[src/rtl/sector_pack_pkg.sv]
`timescale 1ns/1ps
package sector_pack_pkg;

  localparam int WORD_W = 12;
  localparam int BYTE_W = 8;
  localparam int NIB_W  = 4;

  typedef enum logic [2:0] {
    ST_IDLE,
    ST_WAIT,
    ST_RD,
    ST_WR,
    ST_CLR,
    ST_FA,
    ST_FB,
    ST_FC
  } pk_state_e;

  typedef enum logic {
    DIR_FILL  = 1'b0,
    DIR_EMPTY = 1'b1
  } pk_dir_e;

endpackage

[src/rtl/sector_ram.sv]
`timescale 1ns/1ps
module sector_ram #(
  parameter int DEPTH = 128,
  parameter int WIDTH = 8
) (
  input  logic                     clk,
  input  logic                     we,
  input  logic [$clog2(DEPTH)-1:0] addr,
  input  logic [WIDTH-1:0]         wdata,
  output logic [WIDTH-1:0]         rdata
);

  logic [WIDTH-1:0] mem_q [DEPTH];

  // single port: a write cycle leaves the read register untouched
  always_ff @(posedge clk) begin
    if (we) begin
      mem_q[addr] <= wdata;
    end else begin
      rdata <= mem_q[addr];
    end
  end

endmodule

[src/rtl/pack_lane.sv]
`timescale 1ns/1ps
module pack_lane
  import sector_pack_pkg::*;
(
  input  logic              mode8,
  input  logic              odd,
  input  logic              half,
  input  logic [WORD_W-1:0] word,
  input  logic [BYTE_W-1:0] old_byte,
  input  logic [BYTE_W-1:0] hi_byte,
  input  logic [BYTE_W-1:0] lo_byte,
  output logic [BYTE_W-1:0] wr_byte,
  output logic [WORD_W-1:0] rd_word
);

  logic unused_low;
  assign unused_low = ^old_byte[NIB_W-1:0];

  // merge of one host word into the byte under access
  always_comb begin
    if (mode8) begin
      wr_byte = word[BYTE_W-1:0];
    end else begin
      case ({odd, half})
        2'b00:   wr_byte = word[WORD_W-1:NIB_W];
        2'b01:   wr_byte = {word[NIB_W-1:0], {NIB_W{1'b0}}};
        2'b10:   wr_byte = {old_byte[BYTE_W-1:NIB_W], word[WORD_W-1:BYTE_W]};
        default: wr_byte = word[BYTE_W-1:0];
      endcase
    end
  end

  // rebuild of one host word from two buffer bytes
  always_comb begin
    if (mode8) begin
      rd_word = {{NIB_W{1'b0}}, lo_byte};
    end else if (odd) begin
      rd_word = {hi_byte[NIB_W-1:0], lo_byte};
    end else begin
      rd_word = {hi_byte, lo_byte[BYTE_W-1:NIB_W]};
    end
  end

endmodule

[src/rtl/pack_ctrl.sv]
`timescale 1ns/1ps
module pack_ctrl
  import sector_pack_pkg::*;
#(
  parameter int SECTOR_BYTES = 128
) (
  input  logic                              clk,
  input  logic                              rst_n,
  input  logic                              start,
  input  logic                              start_mode8,
  input  logic                              start_dir,
  input  logic                              host_we,
  input  logic                              host_rd,
  output logic                              xfer_ready,
  output logic                              done,
  output logic                              busy,
  output logic                              mode8,
  output logic                              dir_empty,
  output logic [$clog2(SECTOR_BYTES):0]     ptr,
  output logic                              odd,
  output logic                              half,
  output logic                              ram_we,
  output logic                              clear_sel,
  output logic                              host_ld,
  output logic                              fetch_ld,
  output logic                              tmp_ld,
  output logic [$clog2(SECTOR_BYTES)-1:0]   ram_addr
);

  localparam int ADDR_W = $clog2(SECTOR_BYTES);
  localparam int PTR_W  = ADDR_W + 1;
  localparam int WORDS  = SECTOR_BYTES / 2;
  localparam int PACKED = (WORDS * 3) / 2;

  pk_state_e         state_q, state_d;
  logic [PTR_W-1:0]  ptr_q, ptr_d;
  logic              half_q, half_d;
  logic              mode8_q, dir_q;
  logic              done_q, done_d;
  logic [ADDR_W-1:0] clr_q, clr_d;
  logic              cfg_en;

  logic [PTR_W-1:0]  item_count;
  logic [PTR_W-1:0]  ptr_inc;
  logic              last_item;
  logic [PTR_W+1:0]  triple;
  logic [ADDR_W-1:0] word_base;
  logic              hi_sel;
  logic              unused_bits;

  assign item_count = mode8_q ? PTR_W'(SECTOR_BYTES) : PTR_W'(WORDS);
  assign ptr_inc    = ptr_q + 1'b1;
  assign last_item  = (ptr_inc == item_count);
  assign triple     = {2'b00, ptr_q} + {1'b0, ptr_q, 1'b0};
  assign word_base  = triple[ADDR_W:1];
  assign unused_bits = ^{triple[PTR_W+1:ADDR_W+1], triple[0]};
  assign hi_sel     = half_q | (state_q == ST_FB);
  assign cfg_en     = (state_q == ST_IDLE) && start;

  // next-state process
  always_comb begin
    state_d   = state_q;
    ptr_d     = ptr_q;
    half_d    = half_q;
    done_d    = done_q;
    clr_d     = clr_q;
    ram_we    = 1'b0;
    clear_sel = 1'b0;
    host_ld   = 1'b0;
    fetch_ld  = 1'b0;
    tmp_ld    = 1'b0;
    case (state_q)
      ST_IDLE: begin
        if (start) begin
          ptr_d   = '0;
          half_d  = 1'b0;
          done_d  = 1'b0;
          state_d = (start_dir == DIR_EMPTY) ? ST_FA : ST_WAIT;
        end
      end
      ST_WAIT: begin
        if ((dir_q == DIR_FILL) && host_we) begin
          host_ld = 1'b1;
          half_d  = 1'b0;
          state_d = ST_RD;
        end else if ((dir_q == DIR_EMPTY) && host_rd) begin
          if (ptr_q == item_count) begin
            done_d  = 1'b1;
            state_d = ST_IDLE;
          end else begin
            half_d  = 1'b0;
            state_d = ST_FA;
          end
        end
      end
      ST_RD: begin
        state_d = ST_WR;
      end
      ST_WR: begin
        ram_we = 1'b1;
        if (!mode8_q && !half_q) begin
          half_d  = 1'b1;
          state_d = ST_RD;
        end else begin
          half_d = 1'b0;
          ptr_d  = ptr_inc;
          if (!last_item) begin
            state_d = ST_WAIT;
          end else if (mode8_q) begin
            done_d  = 1'b1;
            state_d = ST_IDLE;
          end else begin
            clr_d   = ADDR_W'(PACKED);
            state_d = ST_CLR;
          end
        end
      end
      ST_CLR: begin
        ram_we    = 1'b1;
        clear_sel = 1'b1;
        clr_d     = clr_q + 1'b1;
        if (clr_q == ADDR_W'(SECTOR_BYTES - 1)) begin
          done_d  = 1'b1;
          state_d = ST_IDLE;
        end
      end
      ST_FA: begin
        state_d = ST_FB;
      end
      ST_FB: begin
        if (mode8_q) begin
          fetch_ld = 1'b1;
          ptr_d    = ptr_inc;
          state_d  = ST_WAIT;
        end else begin
          tmp_ld  = 1'b1;
          half_d  = 1'b1;
          state_d = ST_FC;
        end
      end
      ST_FC: begin
        fetch_ld = 1'b1;
        ptr_d    = ptr_inc;
        half_d   = 1'b0;
        state_d  = ST_WAIT;
      end
      default: begin
        state_d = ST_IDLE;
      end
    endcase
  end

  // register process
  always_ff @(posedge clk or negedge rst_n) begin
    if (!rst_n) begin
      state_q <= ST_IDLE;
      ptr_q   <= '0;
      half_q  <= 1'b0;
      done_q  <= 1'b0;
      clr_q   <= '0;
      mode8_q <= 1'b0;
      dir_q   <= DIR_FILL;
    end else begin
      state_q <= state_d;
      ptr_q   <= ptr_d;
      half_q  <= half_d;
      done_q  <= done_d;
      clr_q   <= clr_d;
      if (cfg_en) begin
        mode8_q <= start_mode8;
        dir_q   <= start_dir;
      end
    end
  end

  always_comb begin
    if (state_q == ST_CLR) begin
      ram_addr = clr_q;
    end else if (mode8_q) begin
      ram_addr = ptr_q[ADDR_W-1:0];
    end else begin
      ram_addr = word_base + ADDR_W'(hi_sel);
    end
  end

  assign xfer_ready = (state_q == ST_WAIT);
  assign busy       = (state_q != ST_IDLE);
  assign done       = done_q;
  assign mode8      = mode8_q;
  assign dir_empty  = dir_q;
  assign ptr        = ptr_q;
  assign odd        = ptr_q[0];
  assign half       = half_q;

endmodule

[src/rtl/sector_packer.sv]
`timescale 1ns/1ps
module sector_packer
  import sector_pack_pkg::*;
#(
  parameter int SECTOR_BYTES = 128,
  parameter int SYNC_STAGES  = 2
) (
  input  logic              clk,
  input  logic              rst_n,
  input  logic              start,
  input  logic              start_mode8,
  input  logic              start_dir,
  input  logic              host_we,
  input  logic [11:0]       host_wdata,
  input  logic              host_rd,
  input  logic [11:0]       acc_in,
  output logic [11:0]       data_out,
  output logic              xfer_ready,
  output logic              done
);

  localparam int ADDR_W = $clog2(SECTOR_BYTES);
  localparam int PTR_W  = ADDR_W + 1;

  // reset: asserted at once, released through a short synchronizer
  logic [SYNC_STAGES-1:0] rst_sync_q;
  logic                   rst_s;

  always_ff @(posedge clk or negedge rst_n) begin
    if (!rst_n) begin
      rst_sync_q <= '0;
    end else begin
      rst_sync_q <= {rst_sync_q[SYNC_STAGES-2:0], 1'b1};
    end
  end
  assign rst_s = rst_sync_q[SYNC_STAGES-1];

  logic              busy, mode8, dir_empty, odd, half;
  logic              ram_we, clear_sel, host_ld, fetch_ld, tmp_ld;
  logic [PTR_W-1:0]  ptr;
  logic [ADDR_W-1:0] ram_addr;
  logic [BYTE_W-1:0] ram_rdata, ram_wdata, lane_byte, tmp_q;
  logic [WORD_W-1:0] dbr_q, lane_word;

  pack_ctrl #(.SECTOR_BYTES(SECTOR_BYTES)) ctrl_i (
    .clk         (clk),
    .rst_n       (rst_s),
    .start       (start),
    .start_mode8 (start_mode8),
    .start_dir   (start_dir),
    .host_we     (host_we),
    .host_rd     (host_rd),
    .xfer_ready  (xfer_ready),
    .done        (done),
    .busy        (busy),
    .mode8       (mode8),
    .dir_empty   (dir_empty),
    .ptr         (ptr),
    .odd         (odd),
    .half        (half),
    .ram_we      (ram_we),
    .clear_sel   (clear_sel),
    .host_ld     (host_ld),
    .fetch_ld    (fetch_ld),
    .tmp_ld      (tmp_ld),
    .ram_addr    (ram_addr)
  );

  pack_lane lane_i (
    .mode8    (mode8),
    .odd      (odd),
    .half     (half),
    .word     (dbr_q),
    .old_byte (ram_rdata),
    .hi_byte  (tmp_q),
    .lo_byte  (ram_rdata),
    .wr_byte  (lane_byte),
    .rd_word  (lane_word)
  );

  assign ram_wdata = clear_sel ? '0 : lane_byte;

  sector_ram #(.DEPTH(SECTOR_BYTES), .WIDTH(BYTE_W)) ram_i (
    .clk   (clk),
    .we    (ram_we),
    .addr  (ram_addr),
    .wdata (ram_wdata),
    .rdata (ram_rdata)
  );

  // host data register and first-byte holding register
  always_ff @(posedge clk or negedge rst_s) begin
    if (!rst_s) begin
      dbr_q <= '0;
      tmp_q <= '0;
    end else begin
      if (host_ld) begin
        dbr_q <= host_wdata;
      end else if (fetch_ld) begin
        dbr_q <= lane_word;
      end
      if (tmp_ld) begin
        tmp_q <= ram_rdata;
      end
    end
  end

  always_comb begin
    if (mode8) begin
      data_out = acc_in | {{(WORD_W-BYTE_W){1'b0}}, dbr_q[BYTE_W-1:0]};
    end else begin
      data_out = dbr_q;
    end
  end

  logic unused_busy;
  assign unused_busy = ^{busy, dir_empty, ptr};

endmodule

[config.mk]
export PLATFORM = sky130hd
export DESIGN_NAME = sector_packer
export DESIGN_NICKNAME = d
export VERILOG_FILES = /design/src/rtl/sector_pack_pkg.sv /design/src/rtl/sector_ram.sv /design/src/rtl/pack_lane.sv /design/src/rtl/pack_ctrl.sv /design/src/rtl/sector_packer.sv
export SDC_FILE = /design/constraint.sdc
export NUM_CORES = 1
export LEC_CHECK = 0
export BUFFER_PORTS_ARGS = -buffer_cell sky130_fd_sc_hd__buf_2
export CAP_MARGIN = 20
export CORE_AREA = 2 2 293 512
export CTS_CLUSTER_SIZE = 8
export DETAILED_ROUTE_END_ITERATION = 12
export DIE_AREA = 0 0 295 514
export MAX_ROUTING_LAYER = met4
export PLACE_DENSITY_LB_ADDON = 0.08
export SYNTH_ARGS = -nofsm -noshare
export SYNTH_HDL_FRONTEND = slang
export SYNTH_SLANG_ARGS = --single-unit
[constraint.sdc]
create_clock -name clk -period 1.7 [get_ports clk]
set_clock_uncertainty 0.05 [all_clocks]
set_input_delay 0.085 -clock clk [delete_from_list [all_inputs] [get_ports clk]]
set_output_delay 0.085 -clock clk [all_outputs]
set_load 0.05 [all_outputs]
=== Word level (Yosys, flattened, before mapping) ===
Memory sizes are Yosys's and may differ from the RTL's. A register that Yosys moved wholly into a read port is not among the register bits.
Index checks and enable logic that the tools add are counted.

* Bits in registers: 44
* RAM bits: 1024
* Bits of input ports: 31
* Output and inout port bits: 14
* Logic and storage cells: 118
* Memories: 1

* Add/sub/neg operators: 4
* Equal/unequal tests: 25
* Mux-type cells: 55
* Bitwise operators: 3
* Reductions and logical operators: 20

{| class="wikitable"
|+ Memories
! name !! depth !! width !! read ports !! clocked after Yosys merged registers in !! write ports !! RTL line !! source
|-
| ram_i.mem_q || 128 || 8 || 1 || 1 || 1 || sector_ram.sv:13 || <nowiki>logic [WIDTH-1:0] mem_q [DEPTH];</nowiki>
|}

{| class="wikitable"
|+ Operators with widths
! kind !! number
|-
| 12-bit 2-to-1 mux || 5
|-
| 8-bit 2-to-1 mux || 6
|-
| 7-bit 2-to-1 mux || 5
|-
| 8-bit one-hot mux with 4 select lines || 1
|-
| 3-bit 2-to-1 mux || 10
|-
| 3-bit one-hot mux with 8 select lines || 1
|-
| 8-bit one-hot mux with 3 select lines || 1
|-
| 1-bit 2-to-1 mux || 22
|-
| 8-bit == test || 2
|-
| 7-bit one-hot mux with 2 select lines || 1
|-
| 3-bit == test, second input constant || 4
|-
| 2-bit by 1-bit != test with 1-bit output, second input constant || 6
|-
| 12-bit by 8-bit OR with 12-bit output || 1
|-
| 2-bit != test, second input constant || 5
|-
| 9-bit AND reduction || 1
|-
| 8-bit by 1-bit adder with 8-bit output, second input constant || 1
|-
| 8-bit adder || 1
|-
| 4-bit AND reduction || 2
|-
| 4-bit nonzero test || 2
|-
| 7-bit by 1-bit adder with 7-bit output || 1
|-
| 7-bit by 1-bit adder with 7-bit output, second input constant || 1
|-
| 7-bit == test, second input constant || 1
|-
| 3-bit by 2-bit == test with 1-bit output, second input constant || 2
|-
| 1-bit one-hot mux with 5 select lines || 1
|-
| 18 further kinds || 24
|}

=== Depth between registers and ports, before layout ===
Gate-level depths: netlist (run 1).

* Word-level depth: 6
* Gate-level depth with buffers: 20
* Depth with buffers taken out: 14

=== Hierarchy ===
From an unflattened synthesis (run 1), not the netlist that was laid out.

* Cells, all modules: 2866
* Area total of the unflattened synthesis: 43975.9 um2

{| class="wikitable"
|+ By module, submodules not included
! module !! times used !! cells each !! area each (um2) !! sequential area each (um2)
|-
| sector_ram || 1 || 2459 || 40375.0 || 30989.7
|-
| pack_ctrl || 1 || 258 || 2085.8 || 550.5
|-
| sector_packer || 1 || 92 || 1062.3 || 550.5
|-
| pack_lane || 1 || 57 || 452.9 || 0.0
|}

=== Least setup slack after synthesis (run 1) ===
OpenSTA, ideal clock, no wires.

* Path type: register -> register
* Start point: reg ctrl_i.ptr_q[0], in the netlist ctrl_i.ptr[0]
* End point: mem ram_i.mem_q[0][4], data pin
* Library setup time: 0.890 ns
* Arrival time: 4.816 ns
* Data required time: 0.760 ns
* Setup slack: -4.057 ns
* Stages on the path, launching flop included: 6
* Path buffers: 3
* Period minus slack after synthesis: 5.757 ns
* Cells stage by stage: dfrtp_1 clkbuf_1 buf_1 clkbuf_1 o22ai_1 a21oi_1

* Word-level cells in the longest chain between the ends: 4
* Elaborated cells between the ends (all ways): 6
* Those cells by class: eq/ne: 2; mux: 3; reduce/logical: 1

{| class="wikitable"
|+ RTL lines
! what !! RTL line !! source
|-
| from (decl) || pack_ctrl.sv:36 || <nowiki>logic [PTR_W-1:0] ptr_q, ptr_d;</nowiki>
|-
| from (signal assigned) || pack_ctrl.sv:165 || <nowiki>ptr_q <= ptr_d;</nowiki>
|-
| 2-bit == test (tied with other cells) || pack_lane.sv:24 || <nowiki>case ({odd, half})</nowiki>
|-
| 8-bit one-hot mux with 3 select lines * || pack_lane.sv:24 ||
|-
| 8-bit 2-to-1 mux * || pack_lane.sv:21 || <nowiki>if (mode8) begin</nowiki>
|-
| 8-bit 2-to-1 mux * || sector_packer.sv:81 || <nowiki>assign ram_wdata = clear_sel ? '0 : lane_byte;</nowiki>
|-
| via ram_i.wdata[4] || sector_ram.sv:9 || <nowiki>input logic [WIDTH-1:0] wdata,</nowiki>
|-
| to (decl) || sector_ram.sv:13 ||
|}

Mark *: on every way through the listed nets, which the timed path passes. The rest lies on a longest branch.

=== Worst setup path in the final report (run 1) ===
* Start point: reg ctrl_i.ptr_q[1], in the netlist ctrl_i.ptr[1]
* End point: reg ram_i.rdata[4] (read register of ram_i.mem_q), data pin

* Word-level cells in the longest chain between the ends: 4

{| class="wikitable"
|+ RTL lines
! what !! RTL line !! source
|-
| 8-bit adder || pack_ctrl.sv:54 || <nowiki>assign triple = {2'b00, ptr_q} + {1'b0, ptr_q, 1'b0};</nowiki>
|-
| 7-bit by 1-bit adder with 7-bit output || pack_ctrl.sv:182 || <nowiki>ram_addr = word_base + ADDR_W'(hi_sel);</nowiki>
|-
| 7-bit 2-to-1 mux * || pack_ctrl.sv:179 || <nowiki>end else if (mode8_q) begin</nowiki>
|-
| 7-bit 2-to-1 mux * || pack_ctrl.sv:177 || <nowiki>if (state_q == ST_CLR) begin</nowiki>
|-
| to (decl) || sector_ram.sv:10 || <nowiki>output logic [WIDTH-1:0] rdata</nowiki>
|}

Mark *: on every way between the ends. The rest lies on a longest branch, timed or not.
A chain may end at the register's enable or synchronous reset.

==> results of run 1 <==
-- metrics by stage --
step / instance area (sq um) / hold WS (ps) / instances
2_1_floorplan: 45100 / -261 / 2919
3_3_place_gp: 54200 / -177 / 5420
3_5_place_dp: 54200 / -178 / 5420
4_1_cts: 60700 / 53.2 / 5718
5_1_grt: 61300 / 82.2 / 5733
6_report: 61300 / 111 / 5733
-- Yosys cell counts, types with 12 or more instances --
master    instances  area [sq um]
nor3_1           26           130
a21oi_1         100           500
clkbuf_1         54           203
o21ai_0          68           340
mux2i_1          75           751
nand3_1         200          1000
and3_1           40           250
nor2_1          174           653
mux2_2           24           270
buf_2            89           445
buf_1            19          71.3
mux4_2          122          2750
a311oi_1         46           403
dfrtp_1          44          1100
o22ai_1          36           225
nand4_1          12          75.1
a211oi_1         17           128
o211ai_1         12          90.1
inv_1            12          45.0
a221oi_1         13           114
ha_1             12           150
a31oi_1          19           119
buf_4            21           158
nand2_1         512          1920
edfxtp_1       1032         31000
-- cells by family after synthesis --
kind of cell / synth area share, %
compound gates: 5.75
xor+xnor: 0.347
fa+ha+maj: 0.386
flops: 72.8
other cells: 0.00851
mux: 8.56
simple gates: 9.94
buf+inv: 2.17
-- flip-flops by register name (all words and copies together) (netlist names) --
name,count
ram_i.mem_q,1024
dbr_q,12
ctrl_i.ptr,8
ram_i.rdata,8
tmp_q,8
ctrl_i.clr_q,7
ctrl_i.state_q,3
rst_sync_q,2
ctrl_i.dir_empty,1
ctrl_i.done,1
ctrl_i.half,1
ctrl_i.mode8,1
-- worst min-delay path, stage by stage --
cell and delay [ps]:
dlygate4sd3_1 530, buf_2 130, mux2_2 140
-- worst max path at each step --
stage	slack (ps)	cells past startpoint	to
floorplan	-2240	17	ram_i.mem_q[24][0]
global placement	-3250	18	ram_i.rdata[1]
detailed placement	-3160	18	ram_i.rdata[1]
CTS	-2480	16	ram_i.rdata[2]
global route	-2510	17	ram_i.rdata[4]
finish	-2450	19	ram_i.rdata[4]
-- per-layer routing --
metal | share of wire (%) | vias to the layer above | track usage [%]
met5 | 0 | - | -
met1 | 38 | 15200 | 24.1
met3 | 3.0 | 242 | 2.62
met4 | 3.3 | 0 | 7.18
met2 | 56 | 663 | 41.8
li1 | - | 12800 | -
-- cell type report --
| class | count | area [sq um] | share of cell area [%] |
|---|---|---|---|
| Sequential cell | 1076 | 32100 | 52.3 |
| Multi-Input combinational cell | 1645 | 13200 | 21.4 |
| Timing Repair Buffer | 826 | 9370 | 15.3 |
| Clock buffer | 173 | 3880 | 6.33 |
| Tap cell | 1984 | 2480 | 4.05 |
| Clock inverter | 16 | 299 | 0.488 |
| Inverter | 12 | 45.0 | 0.0734 |
| Antenna cell | 1 | 2.50 | 0.00408 |
-- timing repair --
item                                    in CTS  in global routing
setup buffers                               86                 19
hold buffers                                20                  0
hold endpoints to repair                    28                  0
gates resized for setup                    255                 99
endpoints found under the setup margin    2117               2119
gates cloned                                 7                  1
pin swaps                                   73                 55
==> impl_results.md, run 1 <==
- Status: finished, violations left
- Violated checks: setup timing
- Worst hold-check path type: primary input to register
- Clock transition at path regs: 60 ps
- YS warnings: 0
- Hold Fails Final Rpt: 0
- Hold Startpoint: start_dir
- Filler Cells Inserted: 13400
- CTS tree: done
- Critical path data required time: 2140 ps
- Rel. slew slack: 48.1%
- Count of cell types in the netlist: 77
- Most frequent cells in the layout: edfxtp_1, nand2_1, buf_4
- Slew at the pin closest to its max-slew limit: 776 ps
- CP startpoint kind: register
- Synth Instances: 2919
- DRC Markers: 0
- Gr ovfl total: 0
- Hold depth: 3
- CTS sink cnt: 1076
- Row count: 187
- Port Buffer Count: 44
- Hpwl dp: 112 mm
- Fin util: 41.5%
- Synthesis-to-finish area growth: 39.2%
- GR Util All Layers: 22.2%
- Syn Std Cell Area: 0.0441 sq mm
- Total die area: 0.152 sq mm
- Clock Tree Buf Depth: 3
- Final min period: 4150 ps
- Period utilization: 244%
- First-pass DRT Iterations: 5
- Wirelength, routed: 163 mm
- Crit-path slowest cell: fa_2
- FF-to-FF path depth: 19
- Post-synthesis register bit count: 1076
- WL/cell: 28.4 um
- Skew-Pair Late Insertion Delay: 770 ps
- Drt initial violations: 2054
- RSZ-0062 raised after global routing: yes
- Share of layout cells above drive strength 1: 38.4%
- Largest net degree at the start of global routing: 69
- Dpl ws: -3160 ps
- Post-layout nets: 3757
- Vias in the first global route: 30500
- # IOs: 45
- Max Slew Vio Count: 0
- Crit-path cells: ha_2, inv_2, fa_2, inv_2, ha_4, mux2i_4, buf_6, a21oi_4, buf_12, buf_12, buf_4, nand3_1, nand3_1, o311ai_2, buf_4, o221a_4, o211ai_1, buf_4, nand4_1
- Core area: 0.148 sq mm
- Crit Path Class: register to register
- Worst stage delay on the critical path: 540 ps
- Worst setup margin: -2450 ps
- Worst R2R Setup Slack: -2450 ps
- CP delay by family, top: buffers and inverters
- R2r startpoint: ctrl_i.ptr[1]
- Final setup viols: 2117
- CTS root buf: clkbuf_16
- Worst hold endpoint: ctrl_i.dir_empty
- Die Ht: 514 um
- Ys flop type: edfxtp_1
- Total CTS buffers: 152
- Critical path buffers and inverters: 8
- Critical Path Source: ctrl_i.ptr[1]
- Critical path fanouts, max: 7
- Vias: 28900
- Synthesized net count: 2963
- Avg Inst Size Synth: 15.1 sq um
- Effective utilization at floorplan: 29.8%
- Total of max-cap violations: 0
- Initial antenna violation count: 2
- H-tree depth: 4
- Critical Path AT: 4590 ps
- Commonest non-fill, non-tap cell in the layout: edfxtp_1
- First-pass GRT wire length: 231 mm
- RePlAce Congestion: 0.854
- Critical path's most frequent cell: buf_4
- EDFF count, synth: 1032
- Die Wd: 295 um
- Reg2reg end: ram_i.rdata[4]
- Routed vias/inst: 5.04
- Critical Path End Type: register
- Seq/Total Area, Yosys: 72.8%
- DRT antenna net count: 0
- FMAX: 241 MHz
- FFs w/ async S/R, synth: 4.09%
- Setup TNS: -2870320 ps
Power of run 1 is left out: the tool's default activity adds up to more than one toggle a clock period on the data nets, which glitch-free logic cannot reach.
==> inputs of run 2 (changes only) <==
clock period = 4.5 ns   (was 1.7 ns; I/O delays follow)
==> impl_results.md, run 2 (same netlist as run 1, synthesis figures left out) <==
- Status: completed (was finished, violations left)
- Port Buffer Count: 44 (unchanged)
- Wirelength, routed: 152 mm (was 163 mm)
- R2r startpoint: ctrl_i.ptr[3] (was ctrl_i.ptr[1])
- CTS sink cnt: 1076 (unchanged)
- RePlAce Congestion: 0.849 (was 0.854)
- WL/cell: 28.7 um (was 28.4 um)
- Die Wd: 295 um (unchanged)
- Critical path data required time: 4830 ps (was 2140 ps)
- Core area: 0.148 sq mm (unchanged)
- Routed vias/inst: 5.08 (was 5.04)
- Worst hold-check path type: register to asynchronous set/reset pin (was primary input to register)
- Clock Tree Buf Depth: 3 (unchanged)
- Initial antenna violation count: 2 (unchanged)
- Fin util: 36.5% (was 41.5%)
- Max reg flops: 1024 (unchanged)
- FF-to-FF path depth: 11 (was 19)
- Skew-Pair Late Insertion Delay: 780 ps (was 770 ps)
- Most frequent cells in the layout: edfxtp_1, nand2_1, buf_4 (unchanged)
- Post-layout nets: 3335 (was 3757)
- Slew at the pin closest to its max-slew limit: 1070 ps (was 776 ps)
- Final setup viols: 0 (was 2117)
- Die Ht: 514 um (unchanged)
- Critical Path AT: 4720 ps (was 4590 ps)
- RSZ-0062 raised after global routing: yes (unchanged)
- Drt initial violations: 2032 (was 2054)
- Total of max-cap violations: 0 (unchanged)
- H-tree depth: 4 (unchanged)
- Worst stage delay on the critical path: 790 ps (was 540 ps)
- Total CTS buffers: 152 (unchanged)
- Critical path buffers and inverters: 3 (was 8)
- First-pass GRT wire length: 217 mm (was 231 mm)
- Commonest non-fill, non-tap cell in the layout: edfxtp_1 (unchanged)
- Hold Fails Final Rpt: 0 (unchanged)
- Reg2reg end: ram_i.mem_q[24][0] (was ram_i.rdata[4])
- Critical Path End Type: register (unchanged)
- FMAX: 228 MHz (was 241 MHz)
- Critical path's most frequent cell: nor2_1 (was buf_4)
- CTS root buf: clkbuf_16 (unchanged)
- Critical path fanouts, max: 10 (was 7)
- Vias: 27000 (was 28900)
- Worst R2R Setup Slack: 110 ps (was -2450 ps)
- # IOs: 45 (unchanged)
- CP Depth: 11 (was 19)
- Crit Path Class: register to register (unchanged)
- Rel. slew slack: 28.2% (was 48.1%)
- CP delay by family, top: simple AND/OR/NAND/NOR gates (was buffers and inverters)
- Hpwl dp: 101 mm (was 112 mm)
- Final min period: 4390 ps (was 4150 ps)
- Crit-path cells: inv_1, ha_1, o21ai_0, nor2_1, or4_1, and3_2, nor2_1, buf_4, nand2_1, buf_12, nor2_1 (was ha_2, inv_2, fa_2, inv_2, ha_4, mux2i_4, buf_6, a21oi_4, buf_12, buf_12, buf_4, nand3_1, nand3_1, o311ai_2, buf_4, o221a_4, o211ai_1, buf_4, nand4_1)
- Vias in the first global route: 28500 (was 30500)
- Total die area: 0.152 sq mm (unchanged)
- Row count: 187 (unchanged)
- Gr ovfl total: 0 (unchanged)
- CTS tree: done (unchanged)
- Clock transition at path regs: 60 ps (about the same)
- Crit-path slowest cell: nor2_1 (was fa_2)
- Largest net degree at the start of global routing: 97 (was 69)
- Period utilization: 97.5% (was 244%)
- Largest registers: ram_i.mem_q x1024, dbr_q x12 (unchanged)
- Share of layout cells above drive strength 1: 22.9% (was 38.4%)
- Max Slew Vio Count: 0 (unchanged)
- GR Util All Layers: 20.8% (was 22.2%)
- First-pass DRT Iterations: 5 (unchanged)
- DRT antenna net count: 0 (unchanged)
- CP startpoint kind: register (unchanged)
- Synthesis-to-finish area growth: 22.2% (was 39.2%)
- Biggest register: ram_i.mem_q (unchanged)
- Effective utilization at floorplan: 29.8% (unchanged)
- DRC Markers: 0 (unchanged)
run 2: changes by cell type in the layout (fill, tap and decap cells not counted), moves of 14 or more:
cell,previous run,this run
buf_4,470,279
nor2_1,36,153
buf_6,55,2
buf_12,211,56
nor2_4,114,5
o22ai_1,21,35
o21ai_0,43,62
run 2: cell type report:
cell class                      count  area, sq um
Antenna cell                        1         2.50
Clock buffer                      176         3920
Clock inverter                     15          323
Fill cell                       13900        93800
Inverter                           12         45.0
Multi-Input combinational cell   1645        11300
Sequential cell                  1076        32100
Tap cell                         1984         2480
Timing Repair Buffer              404         3680
run 2: stage by stage:
stage,instances,instance area [sq um],setup TNS [ps],setup slack (ps),hold WS [ps]
2_1_floorplan,2919,44100,-52670,-89.4,-121
3_3_place_gp,5097,49200,-1050,-326,-39.0
3_5_place_dp,5099,49200,-1210,-279,-37.9
4_1_cts,5311,53700,-1510,-56.3,149
5_1_grt,5313,53800,-4500,-130,97.2
6_report,5313,53800,0,112,79.3
run 2: worst max path at each step:
stage,start,endpoint,slack [ps]
final,ctrl_i.ptr[3],ram_i.mem_q[24][0],110
after global routing,ctrl_i.ptr[0],ram_i.mem_q[28][7],-130
after CTS,ctrl_i.ptr[0],ram_i.mem_q[58][0],-60
after detailed placement,ctrl_i.ptr[0],ram_i.rdata[6],-280
after global placement,ctrl_i.ptr[0],ram_i.rdata[6],-330
after floorplan,ctrl_i.ptr[0],ram_i.mem_q[29][0],-90
run 2: what timing repair did:
| action | 4_1_cts | 5_1_grt |
|---|---|---|
| pin swaps | 0 | 0 |
| setup endpoints to repair | 36 | 181 |
| setup buffers | 0 | 0 |
| endpoints found under the hold margin | 21 | 0 |
| hold buffers | 21 | 0 |
| resized for setup | 12 | 28 |
run 2: per-layer routing:
metal / share of wire (%) / vias to the layer above / global-route usage (%) / routed length [um]
met5: 0 / - / - / 0
met4: 4.1 / 0 / 8.14 / 6210
met3: 3.7 / 238 / 2.54 / 5640
met2: 55 / 712 / 38.1 / 83100
met1: 38 / 14100 / 22.8 / 57500
li1: - / 11900 / - / -
Power of run 2 is left out for the same reason.
==> inputs of run 3 (changes only) <==
CORE_AREA = 2 2 387 389   (was 2 2 293 512)
DIE_AREA = 0 0 389 391   (was 0 0 295 514)
MAX_ROUTING_LAYER = default   (was met4)
==> impl_results.md, run 3 (same netlist as run 1, synthesis figures left out) <==
- Worst hold-check path type: register to asynchronous set/reset pin (unchanged)
- Largest registers: ram_i.mem_q x1024, dbr_q x12 (unchanged)
- Rel. slew slack: 38.9% (was 28.2%)
- H-tree depth: 4 (unchanged)
- Max reg flops: 1024 (unchanged)
- Post-layout nets: 3314 (was 3335)
- Share of layout cells above drive strength 1: 22.4% (was 22.9%)
- Worst setup margin: 114 ps (was 112 ps)
- Critical Path End Type: register (unchanged)
- Status: completed (unchanged)
- Hpwl dp: 91.1 mm (was 101 mm)
- Routed vias/inst: 5.11 (was 5.08)
- Biggest register: ram_i.mem_q (unchanged)
- Gr ovfl total: 0 (unchanged)
- Clock Tree Buf Depth: 3 (unchanged)
- Hold Fails Final Rpt: 0 (unchanged)
- CTS root buf: clkbuf_16 (unchanged)
- # IOs: 45 (unchanged)
- Final setup viols: 0 (unchanged)
- Most frequent cells in the layout: edfxtp_1, nand2_1, buf_4 (unchanged)
- Port Buffer Count: 44 (unchanged)
- Wirelength, routed: 146 mm (was 152 mm)
- Final min period: 4390 ps (about the same)
- Die Ht: 391 um (was 514 um)
- Vias in the first global route: 27600 (was 28500)
- FMAX: 228 MHz (about the same)
- DRC Markers: 0 (unchanged)
- Critical Path AT: 4950 ps (was 4720 ps)
- Clock transition at path regs: 60 ps (about the same)
- Crit Path Class: register to register (unchanged)
- Period utilization: 97.5% (about the same)
- RePlAce Congestion: 0.807 (was 0.849)
- Critical path data required time: 5060 ps (was 4830 ps)
- Commonest non-fill, non-tap cell in the layout: edfxtp_1 (unchanged)
- CTS sink cnt: 1076 (unchanged)
- DRT antenna net count: 0 (unchanged)
- RSZ-0062 raised after global routing: yes (unchanged)
- Core area: 0.149 sq mm (was 0.148 sq mm)
- Worst hold slack: 85.4 ps (was 79.3 ps)
- Largest net degree at the start of global routing: 129 (was 97)
- Synthesis-to-finish area growth: 21.5% (was 22.2%)
- Max Slew Vio Count: 0 (unchanged)
- CTS tree: done (unchanged)
- Skew-Pair Late Insertion Delay: 770 ps (was 780 ps)
- Total die area: 0.152 sq mm (about the same)
- Dpl ws: -358 ps (was -279 ps)
- WL/cell: 27.7 um (was 28.7 um)
- Die Wd: 389 um (was 295 um)
- Slew at the pin closest to its max-slew limit: 917 ps (was 1070 ps)
- First-pass DRT Iterations: 8 (was 5)
- Vias: 26900 (was 27000)
- First-pass GRT wire length: 207 mm (was 217 mm)
- Effective utilization at floorplan: 29.7% (was 29.8%)
- Critical path fanouts, max: 6 (was 10)
- Drt initial violations: 2474 (was 2032)
- Initial antenna violation count: 3 (was 2)
- Total CTS buffers: 153 (was 152)
- Total of max-cap violations: 0 (unchanged)
- CP startpoint kind: register (unchanged)
- Row count: 142 (was 187)
- GR Util All Layers: 19.0% (was 20.8%)
-- run 3: changes by cell type in the layout (fill, tap and decap cells not counted), sizes merged --
cell         delta
inv             -1
buf            -26
dlygate4sd3     +2
clkbuf          +7
clkinv          -4
bufinv          -1
and2            +1
diode           +4
-- run 3: critical path, cell delays in order (launching register included) --
cell and delay [ps]:
dfrtp_1 420, ha_1 220, inv_1 90, fa_1 430
inv_1 90, ha_1 170, and2_1 150, nor3b_2 240
xnor2_2 190, o211ai_2 720, a21oi_1 120, or4_1 700
a32o_1 410, a211oi_2 210
-- run 3: final timing paths --
kind	start	to	slack [ps]	depth (start not counted)
max	ctrl_i.ptr[1]	ram_i.rdata[5]	110	13
min	rst_sync_q[1]	tmp_q[0]	90	0
max reg2reg	ctrl_i.ptr[1]	ram_i.rdata[5]	110	13
min reg2reg	rst_sync_q[1]	tmp_q[0]	90	0
max in group asynchronous	rst_sync_q[1]	ctrl_i.ptr[5]	3840	1
min in group clk	host_wdata[3]	dbr_q[3]	250	4
-- run 3: timing repair --
item,in CTS,in global routing
pin swaps,1,5
endpoints found under the setup margin,4,473
gates resized for setup,9,31
setup buffers,0,9
hold endpoints to repair,23,0
hold buffers,23,0
cloned,0,2
-- run 3: per-layer routing --
metal | wire, um | track usage, %
met2 | 69900 | 31.2
met4 | 3030 | 4.69
met5 | 0 | 0
met3 | 6870 | 3.34
met1 | 65800 | 26.0
-- run 3: area by class of cell --
class | count | area (sq um)
clock buffers | 182 | 4100
clock inverters | 9 | 93.8
fillers | 14100 | 95000
repair buffers | 381 | 3430
diodes | 5 | 12.5
flip-flops and latches | 1076 | 32100
well taps | 1944 | 2430
multi-input cells | 1646 | 11300
inverters | 12 | 45.0
-- run 3: through the flow --
stage	utilization [%]	TNS (ps)	cell area, sq um	std cells
2_1_floorplan	-	-52670	44100	2919
5_1_grt	36.0	-771	53500	5250
4_1_cts	35.9	0	53300	5238
3_5_place_dp	32.9	-628	48800	5024
3_3_place_gp	32.8	-685	48800	5021
6_report	36.0	0	53500	5255
Power of run 3 is left out for the same reason.
